--- src/rtl/br_master_pkg.sv ---
package br_master_pkg;
  typedef enum logic [2:0] {
    ST_IDLE   = 3'd0,
    ST_REQ    = 3'd1,
    ST_ACK    = 3'd2,
    ST_OWN    = 3'd3,
    ST_PARK   = 3'd4,
    ST_REARM  = 3'd5
  } br_state_e;
endpackage

--- src/rtl/br_sync.sv ---
module br_sync #(
  parameter int STAGES = 2,
  parameter int WIDTH  = 1
) (
  input  logic             clk_i,
  input  logic             rst_ni,
  input  logic [WIDTH-1:0] d_i,
  output logic [WIDTH-1:0] q_o
);
  generate
    if (STAGES == 0) begin : g_bypass
      assign q_o = d_i;
    end else begin : g_chain
      logic [STAGES-1:0][WIDTH-1:0] pipe_q;
      always_ff @(posedge clk_i or negedge rst_ni) begin
        if (!rst_ni) begin
          pipe_q <= '0;
        end else begin
          pipe_q[0] <= d_i;
          for (int i = 1; i < STAGES; i++) pipe_q[i] <= pipe_q[i-1];
        end
      end
      assign q_o = pipe_q[STAGES-1];
    end
  endgenerate
endmodule

--- src/rtl/br_fsm.sv ---
module br_fsm
  import br_master_pkg::*;
(
  input  logic      clk_i,
  input  logic      rst_ni,
  input  logic      req_i,
  input  logic      done_i,
  input  logic      bg_s_i,
  input  logic      bbsy_s_i,
  input  logic      npr_s_i,
  input  logic      block_en_i,
  output br_state_e state_o
);
  br_state_e state_q, state_d;

  always_comb begin
    state_d = state_q;
    unique case (state_q)
      ST_IDLE:  if (req_i) state_d = ST_REQ;
      ST_REQ:   if (bg_s_i) state_d = (npr_s_i && block_en_i) ? ST_PARK : ST_ACK;
      ST_ACK:   if (!bg_s_i && !bbsy_s_i) state_d = ST_OWN;
      ST_OWN:   if (done_i) state_d = ST_IDLE;
      ST_PARK:  if (!bbsy_s_i) state_d = ST_REARM;
      // stale grant must clear before re-arbitrating
      ST_REARM: if (!bg_s_i) state_d = ST_REQ;
      default:  state_d = ST_IDLE;
    endcase
  end

  always_ff @(posedge clk_i or negedge rst_ni) begin
    if (!rst_ni) state_q <= ST_IDLE;
    else         state_q <= state_d;
  end

  assign state_o = state_q;
endmodule

--- src/rtl/br_master_ctl.sv ---
module br_master_ctl
  import br_master_pkg::*;
#(
  parameter int SYNC_STAGES = 2
) (
  input  logic clk_i,
  input  logic rst_ni,
  input  logic block_en_i,
  input  logic req_i,
  input  logic done_i,
  input  logic bg_in_i,
  input  logic npr_i,
  input  logic bbsy_i,
  output logic br_o,
  output logic bg_out_o,
  output logic sack_o,
  output logic bbsy_o,
  output logic master_o
);
  localparam int NUM_BUS_IN = 3;

  logic [NUM_BUS_IN-1:0] bus_raw, bus_s;
  logic bg_s, bbsy_s, npr_s;
  br_state_e state;

  assign bus_raw = {npr_i, bbsy_i, bg_in_i};

  br_sync #(.STAGES(SYNC_STAGES), .WIDTH(NUM_BUS_IN)) u_sync (
    .clk_i (clk_i),
    .rst_ni(rst_ni),
    .d_i   (bus_raw),
    .q_o   (bus_s)
  );

  assign bg_s   = bus_s[0];
  assign bbsy_s = bus_s[1];
  assign npr_s  = bus_s[2];

  br_fsm u_fsm (
    .clk_i     (clk_i),
    .rst_ni    (rst_ni),
    .req_i     (req_i),
    .done_i    (done_i),
    .bg_s_i    (bg_s),
    .bbsy_s_i  (bbsy_s),
    .npr_s_i   (npr_s),
    .block_en_i(block_en_i),
    .state_o   (state)
  );

  assign br_o     = (state == ST_REQ) || (state == ST_PARK) || (state == ST_REARM);
  assign sack_o   = (state == ST_ACK) || (state == ST_PARK);
  assign bbsy_o   = (state == ST_OWN);
  assign master_o = (state == ST_OWN);
  // daisy chain stays combinational
  assign bg_out_o = bg_in_i && (state == ST_IDLE);
endmodule

--- config.mk ---
export PLATFORM = sky130hd
export DESIGN_NAME = br_master_ctl
export DESIGN_NICKNAME = d
export VERILOG_FILES = /design/src/rtl/br_master_pkg.sv /design/src/rtl/br_sync.sv /design/src/rtl/br_fsm.sv /design/src/rtl/br_master_ctl.sv
export SDC_FILE = /design/constraint.sdc
export NUM_CORES = 1
export LEC_CHECK = 0
export BUFFER_PORTS_ARGS = -buffer_cell sky130_fd_sc_hd__buf_2
export CORE_AREA = 2 2 39 41
export CTS_BUF_LIST = sky130_fd_sc_hd__clkbuf_16
export DETAILED_ROUTE_END_ITERATION = 12
export DIE_AREA = 0 0 41 43
export PLACE_DENSITY = 0.53
export SLEW_MARGIN = 5
export SYNTH_ARGS = -nofsm -noshare
export SYNTH_HDL_FRONTEND = slang
export SYNTH_SLANG_ARGS = --single-unit
--- constraint.sdc ---
create_clock -name clk_i -period 0.9 [get_ports clk_i]
set_input_delay 0.09 -clock clk_i [delete_from_list [all_inputs] [get_ports clk_i]]
set_output_delay 0.09 -clock clk_i [all_outputs]
set_load 0.01 [all_outputs]
==> parameters.txt, run 1 <==
Parameter                              Value

Worst setup path
  Reg2Reg Depth ... 5
  Setup Crit Path Kind ... reg -> reg
  End of the worst register-to-register path ... u_fsm.state_o[0]
  Required time of the worst setup path ... ~1100 ps
  Startpoint of the worst register-to-register path ... u_fsm.state_o[2]
  Crit path arrival time ... between 1000 and 1500 ps
  CP Launch Type ... flip-flop
  Crit path capture type ... flip-flop
  Largest fanout on the critical path ... 4
  FF-to-FF setup slack ... -310 ps

Yosys
  Synth top area cells ... dfrtp_1 (56%), buf_6 (8.5%), nor2_1 (5.6%)
  Top cell types by occurrence after synthesis ... dfrtp_1 (9), nor2_1 (6), buf_6 (3), nand2_1 (3)
  Proportion of synthesized chip area in sequential cells ... 56.4%
  Cell accounting for the most synthesized area ... dfrtp_1
  Synth warnings ... 0
  Synthesized instance count ... 36
  Mapped Area ... between 300 and 400 um2
  Number of nets produced by synthesis ... 44
  Count of flip-flops with a built-in enable after synthesis ... 0
  Avg Synthesized Cell Area ... approximately 11 um2
  Most numerous cell in the Yosys netlist ... dfrtp_1
  Number of synthesized register bits ... 9
  Post-synth cell types ... 19
  Share of flip-flops with an asynchronous set or reset ... 100%
  Share of the synthesized area in the top cell type ... a little under three fifths
  Primary FF master, synth ... dfrtp_1

Outcome
  Violated checks ... negative setup slack
  Status ... finished with violations

Die
  Die Footprint ... between 0.0015 and 0.002 mm2
  Number of rows in the core area ... 14
  I/O pin cnt ... 13
  Horizontal extent of the die ... between 40 and 50 um
  Effective utilization at floorplan ... about 29%
  Core region area ... ~0.0014 mm2
  Die outline height ... between 40 and 50 um

Pwr
  Peak supply drop ... 1.53 mV
  Lkg Pwr ... roughly 0.32 nW
  Overall power after layout ... roughly 0.0023 W
  Power density relative to cell area ... 3410 mW/mm2

Timing
  Final critical path time including I/O delays and setup ... 1210 ps
  Setup Viol. Count Final ... 8
  Clock Skews ... approximately 1 ps
  Final setup slack of the worst path ... -315 ps
  Max Freq ... roughly 820 MHz
  Final period util ... 135%
  Transition time of the tightest slew-check pin ... ~240 ps
  Relative max-transition margin ... a little over four fifths
  Count of endpoints failing hold in the final timing report ... 0
  Number of max-slew violations in the final report ... 0
  Setup repair after global routing missed its margin ... yes
  Final-layout worst hold slack ... 154 ps

Clock tree
  Clock tree from TritonCTS ... yes
  H-tree levels ... 1
  Clock sink total ... 9
  Total CTS buffers ... 3
  Cell chosen for the clock root ... clkbuf_16
  Largest buffer count on any clock path ... 2
  Clock network latency to the later pin of the worst-skew pair ... approximately 230 ps
  Post-CTS clock slew at the launch and capture registers of the worst setup and hold paths ... around 40 ps

Place
  RePlAce Congestion ... around 0.64
  Total cell area at the placement stage ... between 400 and 500 um2
  I/O Buffers ... 12
  Cell Count Post-Placement ... 64

Route
  Via density ... 4.49
  DRC violation total after the first TritonRoute iteration ... 1
  Count of vias placed by the detailed router ... 350
  1st-pass router iterations ... 3
  Post-Route WL ... 802 um
  Count of antenna-violating nets left after detailed routing ... 0
  Average wire length per cell after detail routing ... 10.3 um
  Final routed DRC violation total ... 0

Global route
  Overall global routing resource usage ... 10.8%
  Vias in the first global route ... around 330
  Antenna violations before repair ... 0
  Maximum number of pins on one net before global-route repair ... 10
  Overflow left after global routing ... 0
  First-pass GRT wire length ... 1290 um

Final layout
  Design area ... 662 um2
  Final non-filler cell total ... 78
  Post-layout net count ... 71
  Antenna diodes ... 0
  Area growth from synthesis to layout ... 65.8%
  Layout cells sized above 1 ... around 53%

Run
  Count of maximum capacitance violations ... 0

Min path
  Class of the worst hold path ... in -> reg
  Critical hold path startpoint ... req_i
  Capture endpoint of the worst hold path ... u_fsm.state_o[0]
  Hold Crit Depth ... 3
critical path, stage by stage (launching register included):
cell and delay, ps:
dfrtp_2 430, buf_4 150, buf_6 100, a21o_1 150, a32o_1 200, a21oi_1 110
through the flow:
stage	util (%)	TNS, ps	worst slack, ps
2_1_floorplan	-	-200	-82.3
3_3_place_gp	34.3	-676	-135
3_5_place_dp	34.3	-788	-150
4_1_cts	46.8	-1800	-312
5_1_grt	47.8	-2260	-378
6_report	47.8	-1860	-315
report_power, final:
group	internal, W	switching [W]	total, W
clock	0.000578	0.000167	0.000745
combinational	0.000533	0.000376	0.000908
sequential	0.000492	0.000111	0.000603
total	0.00160	0.000654	0.00226
timing repair:
action | 4_1_cts | 5_1_grt
buffers inserted | 5 | 1
pin swaps | 3 | 1
gates cloned | 0 | 0
hold buffers | 4 | 0
endpoints found under the hold margin | 12 | 0
resized for setup | 7 | 2
setup endpoints to repair | 8 | 8
sequential cells by signal, summed over array words and instances (netlist names):
name,cells
u_sync.g_chain.pipe_q,3
u_sync.q_o,3
u_fsm.state_o,3
layer usage:
metal / global-route usage (%) / part of all wire, % / vias to the layer above
met3: 3.14 / 6.1 / 0
met2: 18.1 / 51 / 12
met4: 4.00 / 0 / 0
met1: 12.1 / 43 / 165
li1: - / - / 173
met5: 0 / 0 / -
cell families (layout without fill, tap and decap cells):
kind of cell	after synthesis	in the layout	share of synthesized area, %
AOI/OAI and AO/OA	8	8	15.0
xor gates and xnor gates	1	1	2.19
buffers and inverters	5	31	11.3
DFF	9	9	56.4
and+or+nand+nor	13	13	15.0
worst max-delay path by stage:
stage	startpoint	endpoint	slack [ps]	depth (start not counted)
6_report	u_fsm.state_o[2]	u_fsm.state_o[0]	-310	5
4_1_cts	u_fsm.state_o[1]	sack_o	-310	4
5_1_grt	u_fsm.state_o[2]	sack_o	-380	4
3_3_place_gp	u_fsm.state_o[1]	u_fsm.state_o[0]	-130	3
3_5_place_dp	u_fsm.state_o[0]	u_fsm.state_o[0]	-150	3
2_1_floorplan	u_fsm.state_o[2]	u_fsm.state_o[0]	-80	4
cell usage in the layout (no fill, tap or decap), types with 2 or more instances in the layout:
cell and instances:
nor2_1 4, dfrtp_1 6, dfrtp_2 3, nor2_2 2
buf_2 12, buf_6 4, dlygate4sd3_1 4, nand2_1 3
clkbuf_16 3, inv_1 2, buf_4 6
final cells by class:
type / count / area [um2]
clock inverter: 1 / 3.75
multi-input combinational: 22 / 140
timing repair buffer: 26 / 190
sequential: 9 / 229
fill: 133 / 722
inverter: 1 / 3.75
tap: 16 / 20.0
clock buffer: 3 / 75.1
Note: power is estimated with default switching activity, not from simulation.
==> run 2, diff against run 1 <==
==> constraint.sdc (replaced) <==
create_clock -name clk_i -period 0.9 [get_ports clk_i]
set_input_delay 0.09 -clock clk_i [delete_from_list [all_inputs] [get_ports clk_i]]
set_output_delay 0.09 -clock clk_i [all_outputs]
set_load 0.005 [all_outputs]
==> parameters.txt, run 2 (same netlist as run 1, synthesis figures left out) <==
Parameter                              Value

Route
  Post-Route WL ... roughly 890 um
  1st-pass router iterations ... 1
  Via density ... 4.35
  DRC violation total after the first TritonRoute iteration ... 0
  Count of vias placed by the detailed router ... 352
  Count of antenna-violating nets left after detailed routing ... 0
  Final routed DRC violation total ... 0
  Average wire length per cell after detail routing ... 10.9 um

Die
  I/O pin cnt ... 13
  Number of rows in the core area ... 14
  Die Footprint ... 0.00176 mm2
  Horizontal extent of the die ... a little over 40 um
  Core region area ... roughly 0.0014 mm2
  Die outline height ... roughly 43 um
  Effective utilization at floorplan ... 28.8%

Clock tree
  Clock tree from TritonCTS ... yes
  Total CTS buffers ... 3
  Clock sink total ... 9
  Post-CTS clock slew at the launch and capture registers of the worst setup and hold paths ... about 40 ps
  Clock network latency to the later pin of the worst-skew pair ... 230 ps
  H-tree levels ... 1
  Cell chosen for the clock root ... clkbuf_16
  Largest buffer count on any clock path ... 2

Timing
  Final setup slack of the worst path ... -288 ps
  Final-layout worst hold slack ... roughly 140 ps
  Final period util ... 132%
  Max Freq ... 842 MHz
  Clock Skews ... 0.772 ps
  Transition time of the tightest slew-check pin ... about 210 ps
  Count of endpoints failing hold in the final timing report ... 0
  Setup Viol. Count Final ... 8
  Fin Setup TNS ... -1790 ps
  Relative max-transition margin ... a little under nine tenths
  Number of max-slew violations in the final report ... 0
  Final critical path time including I/O delays and setup ... ~1200 ps
  Setup repair after global routing missed its margin ... yes

Place
  Dpl hpwl ... between 400 and 500 um
  RePlAce Congestion ... approximately 0.66
  I/O Buffers ... 12
  Cell Count Post-Placement ... 65
  Pre-CTS setup slack ... -118 ps

Final layout
  Final core area utilization ... approximately half
  Area growth from synthesis to layout ... 79.3%
  Most frequent cells in the layout ... buf_2 (12), buf_4 (8), dfrtp_1 (7)
  Antenna diodes ... 0
  Post-layout net count ... 74
  Most common cell after layout, fill and taps aside ... buf_2
  Layout cells sized above 1 ... around 60%
  Final non-filler cell total ... 81

Global route
  First-pass GRT wire length ... roughly 1300 um
  Met3 routing resource usage after global routing ... between 3 and 4%
  Overall global routing resource usage ... between 10 and 15%
  Maximum number of pins on one net before global-route repair ... 10
  Global routing's busiest layer ... met2
  Met1 layer usage reported by global route ... approximately 11%
  Met2 track demand over resource in global routing ... a little under a fifth
  Antenna violations before repair ... 0
  Vias in the first global route ... 317
  Overflow left after global routing ... 0

Run
  Count of maximum capacitance violations ... 0

Worst setup path
  Crit path arrival time ... around 1100 ps
  Family of cells with the greatest summed delay on the critical path ... flip-flops
  Crit path capture type ... output port
  CP Launch Type ... flip-flop
  Crit path largest cell delay ... 430 ps
  Slowest cell on crit path ... dfrtp_2
  Critical path, cell by cell ... buf_6 > xnor2_2 > nor2_1 > buf_2
  Required time of the worst setup path ... slightly above 800 ps
  Setup Crit Path Kind ... reg -> out
  Largest fanout on the critical path ... 4
  Combined buffer and inverter count along the critical path ... 2

Pwr
  Power density relative to cell area ... 3450 mW/mm2
  Lkg Pwr ... approximately 0.35 nW
  Peak supply drop ... 1.50 mV

Min path
  Class of the worst hold path ... in -> reg

Outcome
  Status ... finished with violations
  Violated checks ... negative setup slack
run 2: worst paths after layout:
kind	to	startpoint	slack, ps	cells past startpoint
hold reg to reg	u_sync.q_o[2]	u_sync.g_chain.pipe_q[2]	340	0
setup reg to reg	u_fsm.state_o[1]	u_fsm.state_o[1]	-230	4
min in group asynchronous	u_sync.g_chain.pipe_q[2]	rst_ni	230	2
setup / recovery	sack_o	u_fsm.state_o[1]	-290	4
hold / removal	u_fsm.state_o[0]	req_i	140	3
max in group asynchronous	u_fsm.state_o[0]	rst_ni	490	2
run 2: power breakdown:
group / total, W / leakage [nW] / switching (W) / internal [W]
clock: 0.000760 / 0.0423 / 0.000181 / 0.000579
combinational: 0.00112 / 0.206 / 0.000433 / 0.000690
sequential: 0.000584 / 0.105 / 0.0000951 / 0.000489
total: 0.00247 / 0.354 / 0.000710 / 0.00176
run 2: what timing repair did:
action	4_1_cts	5_1_grt
buffers inserted	6	2
pin swaps	5	3
gates resized for setup	8	7
endpoints found under the hold margin	12	0
hold buffers	4	0
endpoints found under the setup margin	8	8
run 2: metrics by stage:
step | power, W | area (um2)
global placement | 0.00121 | 475
detailed placement | 0.00122 | 475
floorplan | 0.00105 | 399
finish | 0.00247 | 716
CTS | 0.00229 | 669
global route | 0.00264 | 716
run 2: cell type report:
cell class | instances | area, um2
multi-input combinational | 22 | 169
sequential | 9 | 228
inverter | 1 | 3.75
tap | 16 | 20.0
clock buffer | 3 | 75.1
timing repair buffer | 29 | 216
clock inverter | 1 | 3.75
fill | 128 | 668
run 2: tightest hold or removal path: stages:
cell and delay [ps]:
buf_2 80, a221oi_2 50, a21oi_1 110
run 2: metal layers:
metal  part of all wire [%]  routed length [um]
met4                    2.8                  25
met5                      0                   0
met3                    4.3                  38
met1                     40                 350
met2                     53                 470
==> run 3, diff against run 2 <==
--- a/config.mk
+++ b/config.mk
@@ -10,7 +10,7 @@
 export CTS_BUF_LIST = sky130_fd_sc_hd__clkbuf_16
 export DETAILED_ROUTE_END_ITERATION = 12
 export DIE_AREA = 0 0 41 43
-export PLACE_DENSITY = 0.53
+export PLACE_DENSITY = 0.51
 export SLEW_MARGIN = 5
 export SYNTH_ARGS = -nofsm -noshare
 export SYNTH_HDL_FRONTEND = slang
==> constraint.sdc (replaced) <==
create_clock -name clk_i -period 1.4 [get_ports clk_i]
set_input_delay 0.14 -clock clk_i [delete_from_list [all_inputs] [get_ports clk_i]]
set_output_delay 0.14 -clock clk_i [all_outputs]
set_load 0.005 [all_outputs]
==> parameters.txt, run 3 (same netlist as run 1, synthesis figures left out) <==
Parameter                              Value

Timing
  Clock Skews ... around 1.2 ps
  Final-layout worst hold slack ... 15.2 ps
  Relative max-transition margin ... around 77%
  Final setup slack of the worst path ... between 90 and 100 ps
  Fin Setup TNS ... 0 ps
  Setup Viol. Count Final ... 0
  Final period util ... 93.3%
  Number of max-slew violations in the final report ... 0
  Final critical path time including I/O delays and setup ... about 1300 ps
  Transition time of the tightest slew-check pin ... approximately 340 ps
  Setup repair after global routing missed its margin ... no
  Max Freq ... around 770 MHz
  Count of endpoints failing hold in the final timing report ... 0

Global route
  Antenna violations before repair ... 0
  Overall global routing resource usage ... under 10%
  First-pass GRT wire length ... around 1000 um
  Overflow left after global routing ... 0
  Maximum number of pins on one net before global-route repair ... 12
  Vias in the first global route ... ~260

Min path
  Class of the worst hold path ... in -> reg

Die
  Die outline height ... around 43 um
  Horizontal extent of the die ... about 40 um
  Core region area ... 0.00138 mm2
  I/O pin cnt ... 13
  Number of rows in the core area ... 14
  Die Footprint ... 0.00176 mm2
  Effective utilization at floorplan ... 28.8%

Clock tree
  Total CTS buffers ... 3
  Clock tree from TritonCTS ... yes
  Post-CTS clock slew at the launch and capture registers of the worst setup and hold paths ... approximately 40 ps
  Clock network latency to the later pin of the worst-skew pair ... 230 ps
  H-tree levels ... 1
  Cell chosen for the clock root ... clkbuf_16
  Post-CTS Setup Bufs ... 0
  Largest buffer count on any clock path ... 2
  Clock sink total ... 9

Place
  Dpl hpwl ... 447 um
  I/O Buffers ... 12
  Pre-CTS setup slack ... about 290 ps
  RePlAce Congestion ... ~0.65

Worst setup path
  Largest fanout on the critical path ... 10
  CP Launch Type ... flip-flop
  Setup Crit Path Kind ... reg -> out
  Required time of the worst setup path ... 1260 ps
  Crit path arrival time ... 1170 ps
  Crit path capture type ... output port

Pwr
  Power density relative to cell area ... 2200 mW/mm2
  Lkg Pwr ... 0.259 nW
  Peak supply drop ... between 1 and 1.5 mV

Route
  Final routed DRC violation total ... 0
  DRC violation total after the first TritonRoute iteration ... 3
  Count of vias placed by the detailed router ... 300
  Via density ... approximately 4.6
  Post-Route WL ... ~630 um
  Count of antenna-violating nets left after detailed routing ... 0
  Average wire length per cell after detail routing ... ~9.8 um
  1st-pass router iterations ... 4

Final layout
  Area growth from synthesis to layout ... 33.5%
  Most common cell after layout, fill and taps aside ... buf_2
  Layout cells sized above 1 ... between 30% and 40%
  Area taken by flip-flops and latches ... 225 um2
  Post-layout net count ... 58
  Most frequent cells in the layout ... buf_2 (12), dfrtp_1 (9), nor2_1 (6)
  Multi-input combinational cell area ... 135 um2
  Antenna diodes ... 0
  Layout fillers ... 154

Run
  Count of maximum capacitance violations ... 0

Outcome
  Status ... completed
==> run 3: cell types whose count changed in the layout (fill, tap and decap cells not counted), sizes merged <==
cell         change
buf             -13
dlygate4sd3      -3
==> run 3: cell type report <==
cell class | instances | area share (%)
Timing Repair Buffer | 13 | 13.1
Multi-Input combinational cell | 22 | 25.4
Sequential cell | 9 | 42.3
Tap cell | 16 | 3.76
Clock inverter | 1 | 0.704
Inverter | 1 | 0.704
Clock buffer | 3 | 14.1
==> run 3: final timing paths <==
path,from,to,slack [ps],depth (start not counted)
max in group asynchronous,rst_ni,u_sync.g_chain.pipe_q[0],950,2
hold reg to reg,u_sync.g_chain.pipe_q[2],u_sync.q_o[2],340,0
setup / recovery,u_fsm.state_o[1],bg_out_o,90,2
hold / removal,bbsy_i,u_sync.g_chain.pipe_q[1],20,1
setup reg to reg,u_fsm.state_o[1],u_fsm.state_o[0],270,3
min in group asynchronous,rst_ni,u_fsm.state_o[2],280,2
==> run 3: worst max-delay path, cell delays in order, from the launching register on <==
cell and delay [ps]:
dfrtp_1 480, nor4b_2 300, buf_2 150
==> run 3: repair_timing <==
item | 4_1_cts | 5_1_grt
endpoints found under the hold margin | 9 | 0
endpoints found under the setup margin | 0 | 1
hold buffers | 1 | 0
gates resized for setup | 0 | 1
==> run 3: stage by stage <==
stage               std cells  power [W]  area [um2]  util (%)
finish                     65    0.00117         533      38.5
detailed placement         60   0.000687         438      31.6
CTS                        65    0.00118         527      38.1
global placement           60   0.000688         438      31.6
floorplan                  36   0.000674         399         -
global route               65    0.00126         533      38.5
==> run 3: power breakdown <==
group / switching [W] / internal [W] / total, W / leakage, nW
clock network: 0.000109 / 0.000372 / 0.000481 / 0.0423
registers: 0.000114 / 0.000308 / 0.000422 / 0.107
logic: 0.000112 / 0.000160 / 0.000272 / 0.110
==> run 3: per-layer routing <==
metal  GRT usage [%]  up-vias  wire length [um]
met5               0        -                 0
met4            6.00        0                21
met3            3.14        2                40
met2            11.6       12               272
met1            11.4      139               301
li1                -      147                 -
